## config.mk

```make
export PLATFORM = sky130hd
export DESIGN_NAME = reload_capture_timer
export DESIGN_NICKNAME = d
export VERILOG_FILES = /design/src/rtl/tmr_pkg.sv /design/src/rtl/tmr_tick_gen.sv /design/src/rtl/tmr_fall_detect.sv /design/src/rtl/tmr_mode_fsm.sv /design/src/rtl/reload_capture_timer.sv
export SDC_FILE = /design/constraint.sdc
export NUM_CORES = 1
export LEC_CHECK = 0
export BUFFER_PORTS_ARGS = -buffer_cell sky130_fd_sc_hd__buf_2
export CAP_MARGIN = 10
export CORE_MARGIN = 2
export CORE_UTILIZATION = 40
export DETAILED_ROUTE_END_ITERATION = 8
export PLACE_DENSITY = 0.6
export SLEW_MARGIN = 20
export SYNTH_ARGS = -nofsm -noshare
export SYNTH_HDL_FRONTEND = slang
export SYNTH_SLANG_ARGS = --single-unit
```

## constraint.sdc

```tcl
create_clock -name clk -period 5.55 [get_ports clk]
set_clock_uncertainty 0.2 [all_clocks]
set_input_delay 0.2775 -clock clk [delete_from_list [all_inputs] [get_ports clk]]
set_output_delay 0.2775 -clock clk [all_outputs]
set_load 0.01 [all_outputs]
```

## src/rtl/tmr_pkg.sv

```systemverilog
package tmr_pkg;

    typedef enum logic [1:0] {
        ST_STOP    = 2'd0,
        ST_RELOAD  = 2'd1,
        ST_CAPTURE = 2'd2,
        ST_TOGGLE  = 2'd3
    } tmr_state_e;

    // mode field codes
    localparam logic [1:0] MODE_RELOAD  = 2'b00;
    localparam logic [1:0] MODE_CAPTURE = 2'b01;
    localparam logic [1:0] MODE_TOGGLE  = 2'b10;

    // clock select codes
    localparam logic [1:0] CS_SYS   = 2'b00;
    localparam logic [1:0] CS_DIVSY = 2'b01;
    localparam logic [1:0] CS_EXT   = 2'b10;

    // register addresses
    localparam logic [1:0] A_CTRL  = 2'd0;
    localparam logic [1:0] A_COUNT = 2'd1;
    localparam logic [1:0] A_RCAP  = 2'd2;

    // control register bit positions
    localparam int B_RUN  = 0;
    localparam int B_MODE = 1;
    localparam int B_CS   = 3;
    localparam int B_OIE  = 5;
    localparam int B_CIE  = 6;
    localparam int B_OVF  = 8;
    localparam int B_CAP  = 9;
    localparam int B_TOG  = 10;

endpackage

```

## src/rtl/tmr_tick_gen.sv

```systemverilog
module tmr_tick_gen #(
    parameter int DIV_SYS     = 12,
    parameter int DIV_EXT     = 8,
    parameter int SYNC_STAGES = 2
) (
    input  logic       clk,
    input  logic       rst_n,
    input  logic [1:0] sel,
    input  logic       ext_clk,
    output logic       tick
);
    import tmr_pkg::*;

    localparam int SW = (DIV_SYS > 1) ? $clog2(DIV_SYS) : 1;
    localparam int EW = (DIV_EXT > 1) ? $clog2(DIV_EXT) : 1;
    localparam logic [SW-1:0] SYS_LAST = SW'(DIV_SYS - 1);
    localparam logic [EW-1:0] EXT_LAST = EW'(DIV_EXT - 1);

    logic [SW-1:0]          sys_cnt;
    logic [EW-1:0]          ext_cnt;
    logic [SYNC_STAGES-1:0] ext_sync;
    logic                   ext_prev;
    logic                   ext_rise;
    logic                   ext_tick;

    // free-running system-clock prescaler
    always_ff @(posedge clk or negedge rst_n) begin
        if (!rst_n)                sys_cnt <= '0;
        else if (sys_cnt == SYS_LAST) sys_cnt <= '0;
        else                       sys_cnt <= sys_cnt + SW'(1);
    end

    // synchronizer chain for the external oscillator
    generate
        if (SYNC_STAGES > 1) begin : g_chain
            always_ff @(posedge clk or negedge rst_n) begin
                if (!rst_n) ext_sync <= '0;
                else        ext_sync <= {ext_sync[SYNC_STAGES-2:0], ext_clk};
            end
        end else begin : g_single
            always_ff @(posedge clk or negedge rst_n) begin
                if (!rst_n) ext_sync <= '0;
                else        ext_sync <= ext_clk;
            end
        end
    endgenerate

    always_ff @(posedge clk or negedge rst_n) begin
        if (!rst_n) ext_prev <= 1'b0;
        else        ext_prev <= ext_sync[SYNC_STAGES-1];
    end

    assign ext_rise = ext_sync[SYNC_STAGES-1] & ~ext_prev;

    always_ff @(posedge clk or negedge rst_n) begin
        if (!rst_n) ext_cnt <= '0;
        else if (ext_rise) begin
            if (ext_cnt == EXT_LAST) ext_cnt <= '0;
            else                     ext_cnt <= ext_cnt + EW'(1);
        end
    end

    assign ext_tick = ext_rise && (ext_cnt == EXT_LAST);

    always_comb begin
        tick = 1'b0;
        unique case (sel)
            CS_SYS:   tick = 1'b1;
            CS_DIVSY: tick = (sys_cnt == SYS_LAST);
            CS_EXT:   tick = ext_tick;
            default:  tick = 1'b0;
        endcase
    end

endmodule

```

## src/rtl/tmr_fall_detect.sv

```systemverilog
module tmr_fall_detect #(
    parameter int SYNC_STAGES = 2
) (
    input  logic clk,
    input  logic rst_n,
    input  logic pin,
    output logic fall
);
    logic [SYNC_STAGES-1:0] sync_q;
    logic                   last_q;

    generate
        if (SYNC_STAGES > 1) begin : g_chain
            always_ff @(posedge clk or negedge rst_n) begin
                if (!rst_n) sync_q <= '1;
                else        sync_q <= {sync_q[SYNC_STAGES-2:0], pin};
            end
        end else begin : g_single
            always_ff @(posedge clk or negedge rst_n) begin
                if (!rst_n) sync_q <= '1;
                else        sync_q <= pin;
            end
        end
    endgenerate

    always_ff @(posedge clk or negedge rst_n) begin
        if (!rst_n) last_q <= 1'b1;
        else        last_q <= sync_q[SYNC_STAGES-1];
    end

    assign fall = last_q & ~sync_q[SYNC_STAGES-1];

endmodule

```

## src/rtl/tmr_mode_fsm.sv

```systemverilog
module tmr_mode_fsm (
    input  logic                clk,
    input  logic                rst_n,
    input  logic                run,
    input  logic [1:0]          mode,
    output tmr_pkg::tmr_state_e state,
    output logic                cnt_en,
    output logic                use_reload,
    output logic                cap_en,
    output logic                tog_en
);
    import tmr_pkg::*;

    tmr_state_e nxt;

    // next-state: start / halt / retarget
    always_comb begin
        nxt = ST_STOP;
        if (run) begin
            unique case (mode)
                MODE_RELOAD:  nxt = ST_RELOAD;
                MODE_CAPTURE: nxt = ST_CAPTURE;
                MODE_TOGGLE:  nxt = ST_TOGGLE;
                default:      nxt = ST_STOP;
            endcase
        end
    end

    always_ff @(posedge clk or negedge rst_n) begin
        if (!rst_n) state <= ST_STOP;
        else        state <= nxt;
    end

    always_comb begin
        cnt_en     = 1'b0;
        use_reload = 1'b0;
        cap_en     = 1'b0;
        tog_en     = 1'b0;
        unique case (state)
            ST_STOP: ;
            ST_RELOAD: begin
                cnt_en     = 1'b1;
                use_reload = 1'b1;
            end
            ST_CAPTURE: begin
                cnt_en = 1'b1;
                cap_en = 1'b1;
            end
            ST_TOGGLE: begin
                cnt_en     = 1'b1;
                use_reload = 1'b1;
                tog_en     = 1'b1;
            end
            default: ;
        endcase
    end

endmodule

```

## src/rtl/reload_capture_timer.sv

```systemverilog
module reload_capture_timer #(
    parameter int WIDTH       = 16,
    parameter int DIV_SYS     = 12,
    parameter int DIV_EXT     = 8,
    parameter int SYNC_STAGES = 2
) (
    input  logic             clk,
    input  logic             rst_n,
    input  logic [1:0]       addr,
    input  logic             wr_en,
    input  logic [WIDTH-1:0] wr_data,
    output logic [WIDTH-1:0] rd_data,
    input  logic             ext_clk,
    input  logic             cap_pin,
    output logic             tog_out,
    output logic             irq
);
    import tmr_pkg::*;

    localparam logic [WIDTH-1:0] CNT_MAX = '1;
    localparam logic [WIDTH-1:0] CNT_ONE = WIDTH'(1);

    // control fields
    logic       run_q;
    logic [1:0] mode_q;
    logic [1:0] cs_q;
    logic       oie_q;
    logic       cie_q;
    logic       ovf_flag;
    logic       cap_flag;
    logic       tog_q;

    logic [WIDTH-1:0] count_q;
    logic [WIDTH-1:0] rcap_q;

    tmr_state_e state;
    logic cnt_en, use_reload, cap_en, tog_en;
    logic tick, fall;
    logic ctrl_wr, cnt_wr, rcap_wr;
    logic ovf_evt, cap_evt;
    logic [WIDTH-1:0] ctrl_view;

    tmr_tick_gen #(
        .DIV_SYS     (DIV_SYS),
        .DIV_EXT     (DIV_EXT),
        .SYNC_STAGES (SYNC_STAGES)
    ) u_tick (
        .clk     (clk),
        .rst_n   (rst_n),
        .sel     (cs_q),
        .ext_clk (ext_clk),
        .tick    (tick)
    );

    tmr_fall_detect #(
        .SYNC_STAGES (SYNC_STAGES)
    ) u_fall (
        .clk   (clk),
        .rst_n (rst_n),
        .pin   (cap_pin),
        .fall  (fall)
    );

    tmr_mode_fsm u_fsm (
        .clk        (clk),
        .rst_n      (rst_n),
        .run        (run_q),
        .mode       (mode_q),
        .state      (state),
        .cnt_en     (cnt_en),
        .use_reload (use_reload),
        .cap_en     (cap_en),
        .tog_en     (tog_en)
    );

    assign ctrl_wr = wr_en && (addr == A_CTRL);
    assign cnt_wr  = wr_en && (addr == A_COUNT);
    assign rcap_wr = wr_en && (addr == A_RCAP);

    assign ovf_evt = cnt_en && tick && (count_q == CNT_MAX) && !cnt_wr;
    assign cap_evt = cap_en && fall;

    // control register
    always_ff @(posedge clk or negedge rst_n) begin
        if (!rst_n) begin
            run_q  <= 1'b0;
            mode_q <= MODE_RELOAD;
            cs_q   <= CS_SYS;
            oie_q  <= 1'b0;
            cie_q  <= 1'b0;
        end else if (ctrl_wr) begin
            run_q  <= wr_data[B_RUN];
            mode_q <= wr_data[B_MODE +: 2];
            cs_q   <= wr_data[B_CS +: 2];
            oie_q  <= wr_data[B_OIE];
            cie_q  <= wr_data[B_CIE];
        end
    end

    // flags: cleared by writing 0, hardware set wins
    always_ff @(posedge clk or negedge rst_n) begin
        if (!rst_n) begin
            ovf_flag <= 1'b0;
            cap_flag <= 1'b0;
        end else begin
            ovf_flag <= ovf_evt | (ovf_flag & ~(ctrl_wr & ~wr_data[B_OVF]));
            cap_flag <= cap_evt | (cap_flag & ~(ctrl_wr & ~wr_data[B_CAP]));
        end
    end

    // count register
    always_ff @(posedge clk or negedge rst_n) begin
        if (!rst_n) begin
            count_q <= '0;
        end else if (cnt_wr) begin
            count_q <= wr_data;
        end else if (cnt_en && tick) begin
            if (count_q == CNT_MAX) count_q <= use_reload ? rcap_q : '0;
            else                    count_q <= count_q + CNT_ONE;
        end
    end

    // reload / capture register: capture wins over a software write
    always_ff @(posedge clk or negedge rst_n) begin
        if (!rst_n)       rcap_q <= '0;
        else if (cap_evt) rcap_q <= count_q;
        else if (rcap_wr) rcap_q <= wr_data;
    end

    // square-wave output
    always_ff @(posedge clk or negedge rst_n) begin
        if (!rst_n)                 tog_q <= 1'b0;
        else if (tog_en && ovf_evt) tog_q <= ~tog_q;
    end

    assign tog_out = tog_q;
    assign irq     = (ovf_flag & oie_q) | (cap_flag & cie_q);

    always_comb begin
        ctrl_view              = '0;
        ctrl_view[B_RUN]       = run_q;
        ctrl_view[B_MODE +: 2] = mode_q;
        ctrl_view[B_CS +: 2]   = cs_q;
        ctrl_view[B_OIE]       = oie_q;
        ctrl_view[B_CIE]       = cie_q;
        ctrl_view[B_OVF]       = ovf_flag;
        ctrl_view[B_CAP]       = cap_flag;
        ctrl_view[B_TOG]       = tog_q;
    end

    always_comb begin
        rd_data = '0;
        unique case (addr)
            A_CTRL:  rd_data = ctrl_view;
            A_COUNT: rd_data = count_q;
            A_RCAP:  rd_data = rcap_q;
            default: rd_data = '0;
        endcase
    end

endmodule

```

# --- Word level (Yosys, flattened, before mapping) ---
# Cells that the tools add are included.
word_totals:
  inputBits: 23
  elab_cells: 83
  out_inout_bits: 18
  regBits: 57
op_classes:
  n_mux: 16
  add_sub_neg: 3
  n_reduce_logical: 17
  eq_ne: 12
  bitwise: 18
ops:
  columns: ["cell", "n"]
  rows:
  - ["16-bit two-way mux", 6]
  - ["16-bit one-hot mux with 3 select lines", 1]
  - ["16-bit by 1-bit adder with 16-bit output (second input constant)", 1]
  - ["16-bit equality test (second input constant)", 1]
  - ["2-bit equality test (second input constant)", 5]
  - ["1-bit logical AND", 9]
  - ["1-bit bitwise AND", 8]
  - ["2-bit by 1-bit equality test with 1-bit output (second input constant)", 4]
  - ["1-bit NOT", 7]
  - ["2-bit logical NOT", 3]
  - ["2-bit one-hot mux with 3 select lines", 1]
  - ["4-bit by 1-bit adder with 4-bit output (second input constant)", 1]
  - ["4-bit equality test (second input constant)", 1]
  - ["1-bit two-way mux", 4]
  - ["4-bit two-way mux", 1]
  - ["2-bit nonzero test", 2]
  - ["3-bit by 1-bit adder with 3-bit output (second input constant)", 1]
  - ["3-bit equality test (second input constant)", 1]
  - ["3-bit two-way mux", 1]
  - ["1-bit OR", 3]
  - ["1-bit one-hot mux with 3 select lines", 1]
  - ["3-bit OR reduction", 1]
  - ["2-bit two-way mux", 1]
  - ["2-bit OR reduction", 1]
  - ["1-bit logical NOT", 1]

# --- Depth between registers and ports, before layout ---
logic_depth:
  word_depth: 8
  mapped_depth: 7
  ltp_nobuf: 6

# --- Cells and area by module ---
# Synthesis repeated with hierarchy kept, for this count alone.
hier_totals:
  hier_cells: 329
  hier_area_um2: 3253.1
modules_own_cells:
  columns: ["module", "area_each_um2", "cells_per_inst", "seq_area_each_um2", "instances"]
  rows:
  - ["reload_capture_timer", 2611.3, 282, 1051.0, 1]
  - ["tmr_tick_gen", 429.2, 31, 250.2, 1]
  - ["tmr_mode_fsm", 120.1, 12, 50.0, 1]
  - ["tmr_fall_detect", 92.6, 4, 78.8, 1]

# --- Worst setup path after synthesis ---
# No wires, ideal clock.
synth_path:
  path_kind: "flip-flop to flip-flop"
  start: "reg count_q[0]"
  end: "reg count_q[11]"
  synth_period_minus_slack_ns: 2.000
  setup_ns: 0.134
  path_stages_with_launch: 6
  required_ns: 5.216
  n_path_buf: 0
  arrival_time_ns: 1.666
  slack_ns: 3.550
  path_cell_list: "dfrtp_1 ha_1 nand3_4 or4_4 o211ai_2 o211ai_1"
synth_via:
  elab_chain_len: 4
  word_cells_on_any_way: 5
  classes_between: "add/sub: 1; eq/ne: 1; mux: 3"
synth_rtl:
  columns: ["element", "line_no", "rtl"]
  rows:
  - ["start, declared", "reload_capture_timer.sv:33", "logic [WIDTH-1:0] count_q;"]
  - ["start signal, assigned", "reload_capture_timer.sv:116", "count_q <= wr_data;"]
  - ["start signal, assigned", "reload_capture_timer.sv:118", "if (count_q == CNT_MAX) count_q <= use_reload ? rcap_q : '0;"]
  - ["start signal, assigned", "reload_capture_timer.sv:119", "else count_q <= count_q + CNT_ONE;"]
  - ["16-bit by 1-bit adder with 16-bit output or 16-bit equality test (tied branches)", "reload_capture_timer.sv:119, reload_capture_timer.sv:118", null]
  - ["16-bit two-way mux *", "reload_capture_timer.sv:118", null]
  - ["16-bit two-way mux *", "reload_capture_timer.sv:117", "end else if (cnt_en && tick) begin"]
  - ["16-bit two-way mux *", "reload_capture_timer.sv:115", "end else if (cnt_wr) begin"]
# Mark *: on every way between the ends. The rest lies on a longest branch, timed or not. The select of a mux whose other input is x is not followed.
# A chain may end at the register's enable or synchronous reset.

# --- Final worst setup path ---
layout_path:
  start: "reg count_q[0]"
  end: "reg count_q[2]"
# The elaborated chain is that of the path after synthesis.

==> qor.txt <==
Top FF cell, synth: dfrtp_1
H-tree levels: 3
crit-path max cell delay: 0.83 ns
number of global-route vias before repair: 2731
dpl cells: 466
Nets: 409
# rows: 33
pin count of the biggest net entering global routing: 58
# port buffers: 40
overall die height: 95.3 um
first-pass GRT wire length: 13900 um
layout cell share with drive strength beyond 1: 0.217
Synth warnings: 0
met3 Use GR: 0.0466
LEAKAGE: 1.59 nW
Mapped Area: 3330 um2
CTS tree: yes
final hold violation count: 0
Core Box Area: 8130 um2
fin. max-slew vios: 0
crit path max fanout: 15
routability cong.: 0.808
I/O pin cnt: 41
register area share after synthesis: 0.429
Cells after Synth: 345
Num CTS Buffers: 9
Power per Cell Area: 411 nW/um2
post_cts resized: 0
Setup-failing EPs final: 0
Max Clk Rate: 0.401 GHz
top cell type's share of synthesized area: 0.405
Clock Tree Buf Depth: 2
final wirelength: 8610 um
Crit. End Element: flop
EDFF count, synth: 0
worst-skew pair later-pin latency: 0.34 ns
Layout Cells excl Fill: 492
Chip Width: 95.3 um
outcome: finished, final reports clean
clock-pin slew on the worst setup and hold paths: 0.07 ns
clock root buffer master: clkbuf_8
Starting Density: 0.410
Worst Tran Pin Value: 0.969 ns
register bit count reported by yosys: 57
Syn Nets: 372
Post-synth ARST share: 1.00
Slew HR: 0.352
Synth cell types: 55
DR pass1 iterations: 4
GRT Overall Usage: 0.202
Critical Path AT: 2.54 ns
WS Path Type: flop to flop
Detail Route Antenna Nets: 0
diode count: 0
initial antenna violation count: 0
die area: 9080 um2
Synth area leader: dfrtp_1
Sum Neg Setup Slack: 0 ns
Avg Inst Size Synth: 9.66 um2
M1 GR Usage: 0.272
Buf/Inv on CP: 0
largest cells by area after synthesis: dfrtp_1, mux2i_1, nand2_1
Worst IR Drop VDD: 0.265 mV
max cap viols: 0
RSZ-0062 raised after global routing: false
drt drc: 0
DR vias: 2798
Tightest Hold Check Type: input pin to flop
Routed wire per std cell: 17.5 um
crit path cell chain: ha_1 -> nand3_4 -> nor4_4 -> a31oi_1 -> a211oi_1
critical path startpoint category: flop
Final WS setup: 3.06 ns
Post-DP HPWL: 5770 um
post-CTS setup buffers: 0
Req. time, crit path: 5.60 ns
period utilisation layout: 0.449
Tmin final: 2.49 ns
Syn-to-layout area delta: 16.5%
DP Worst Slack: 3.00 ns
met2 usage: 0.326
First DRT Iteration DRCs: 158
total gr overflow: 0
clk sink count: 57
GR peak layer: met2
commonest non-fill, non-tap cell in the layout: dfrtp_1
vias per inst: 5.69
commonest cells after routing, fill and taps aside: dfrtp_1, nand2_1, buf_2
CP top delay family: simple AND/OR/NAND/NOR gates
Crit-path slowest cell: nor4_4
-- what timing repair did --
item | 4_1_cts | 5_1_grt
hold endpoints to repair | 63 | 0
hold buffers | 10 | 0
endpoints found under the setup margin | 0 | 0
-- routing by layer --
layer  up-vias  share of wire
met5         -              0
met4         0         0.0077
met3         6          0.058
met2        82           0.48
met1      1359           0.46
li1       1351              -
-- state kept, by name, indices dropped and copies added, names as in the netlist --
name / count
cap_flag: 1
cie_q: 1
count_q: 16
cs_q: 2
mode_q: 2
oie_q: 1
ovf_flag: 1
rcap_q: 16
run_q: 1
tog_out: 1
u_fall.last_q: 1
u_fall.sync_q: 2
u_fsm.state: 2
u_tick.ext_cnt: 3
u_tick.ext_prev: 1
u_tick.ext_sync: 2
u_tick.sys_cnt: 4
-- synthesized netlist by cell type (2+ instances only) --
cell        n
nor3_1     11
a211oi_1    6
xor2_1      2
o211ai_1    4
mux2_2     10
nand2b_1    9
o21a_1      2
nor2_1      9
buf_2      12
xnor2_1     6
a2bb2oi_1   4
a21o_1      3
a31oi_1    10
nand3_1     9
o31ai_1     2
o21ai_0    28
clkbuf_2    3
a31o_2      2
nor2b_1     2
mux2i_1    26
clkbuf_1    9
nor4_1      4
dfrtp_1    54
and2_1      3
nor4b_1     2
nand4_1    12
ha_1        4
nand3b_1    2
dfstp_2     3
nand2_1    45
a22o_1      8
buf_6       2
o22ai_1     8
and3_1      3
inv_1       6
-- final cells by class --
| cell class | count | area (um2) |
|---|---|---|
| clock buffers | 9 | 124 |
| clock inverters | 7 | 80.1 |
| fillers | 749 | 4250 |
| inverters | 6 | 22.5 |
| multi-input cells | 254 | 1760 |
| flip-flops and latches | 57 | 1430 |
| well taps | 105 | 131 |
| repair buffers | 54 | 330 |
-- stage by stage --
stage | power (mW) | hold WS [ns] | util | area, um2
2_1_floorplan | 1.05 | -0.218 | - | 3330
3_3_place_gp | 1.18 | 0.141 | 0.439 | 3570
3_5_place_dp | 1.20 | 0.142 | 0.440 | 3580
4_1_cts | 1.60 | 0.00591 | 0.477 | 3880
5_1_grt | 1.71 | 0.00540 | 0.477 | 3880
6_report | 1.59 | 0.0143 | 0.477 | 3880
-- final timing paths --
check | start | to | slack (ns) | depth (start not counted)
min | wr_data[6] | cie_q | 0.01 | 2
max | count_q[0] | count_q[2] | 3.06 | 5
min reg2reg | u_tick.ext_sync[0] | u_tick.ext_sync[1] | 0.16 | 0
min in group asynchronous | rst_n | rcap_q[10] | 0.41 | 3
max in group asynchronous | rst_n | rcap_q[7] | 4.23 | 3
max reg2reg | count_q[0] | count_q[2] | 3.06 | 5
-- report_power, final --
| group | switching (mW) | total (mW) | leakage [nW] | internal, mW |
|---|---|---|---|---|
| sequential | 0.176 | 0.708 | 0.689 | 0.532 |
| combinational | 0.259 | 0.489 | 0.807 | 0.230 |
| clock | 0.186 | 0.397 | 0.0960 | 0.211 |
| total | 0.621 | 1.59 | 1.59 | 0.973 |
-- worst register-to-register path: cells and delay by family (launching register included) --
family                   cells  cell delay, ns
adder cells (fa/ha/maj)      1            0.30
AND/OR/NAND/NOR              2            0.98
flip-flops                   1            0.47
AO/OA/AOI/OAI                2            0.47
-- kinds of logic after synthesis --
| logic type | Yosys count | synth area share |
|---|---|---|
| AOI/OAI and AO/OA | 86 | 0.180 |
| xor gates and xnor gates | 8 | 0.0210 |
| muxes | 36 | 0.112 |
| and+or+nand+nor | 120 | 0.194 |
| adders and majority gates | 4 | 0.0150 |
| buffers and inverters | 34 | 0.0495 |
| DFF | 57 | 0.429 |
No activity file was read; power rests on OpenSTA's default activity.
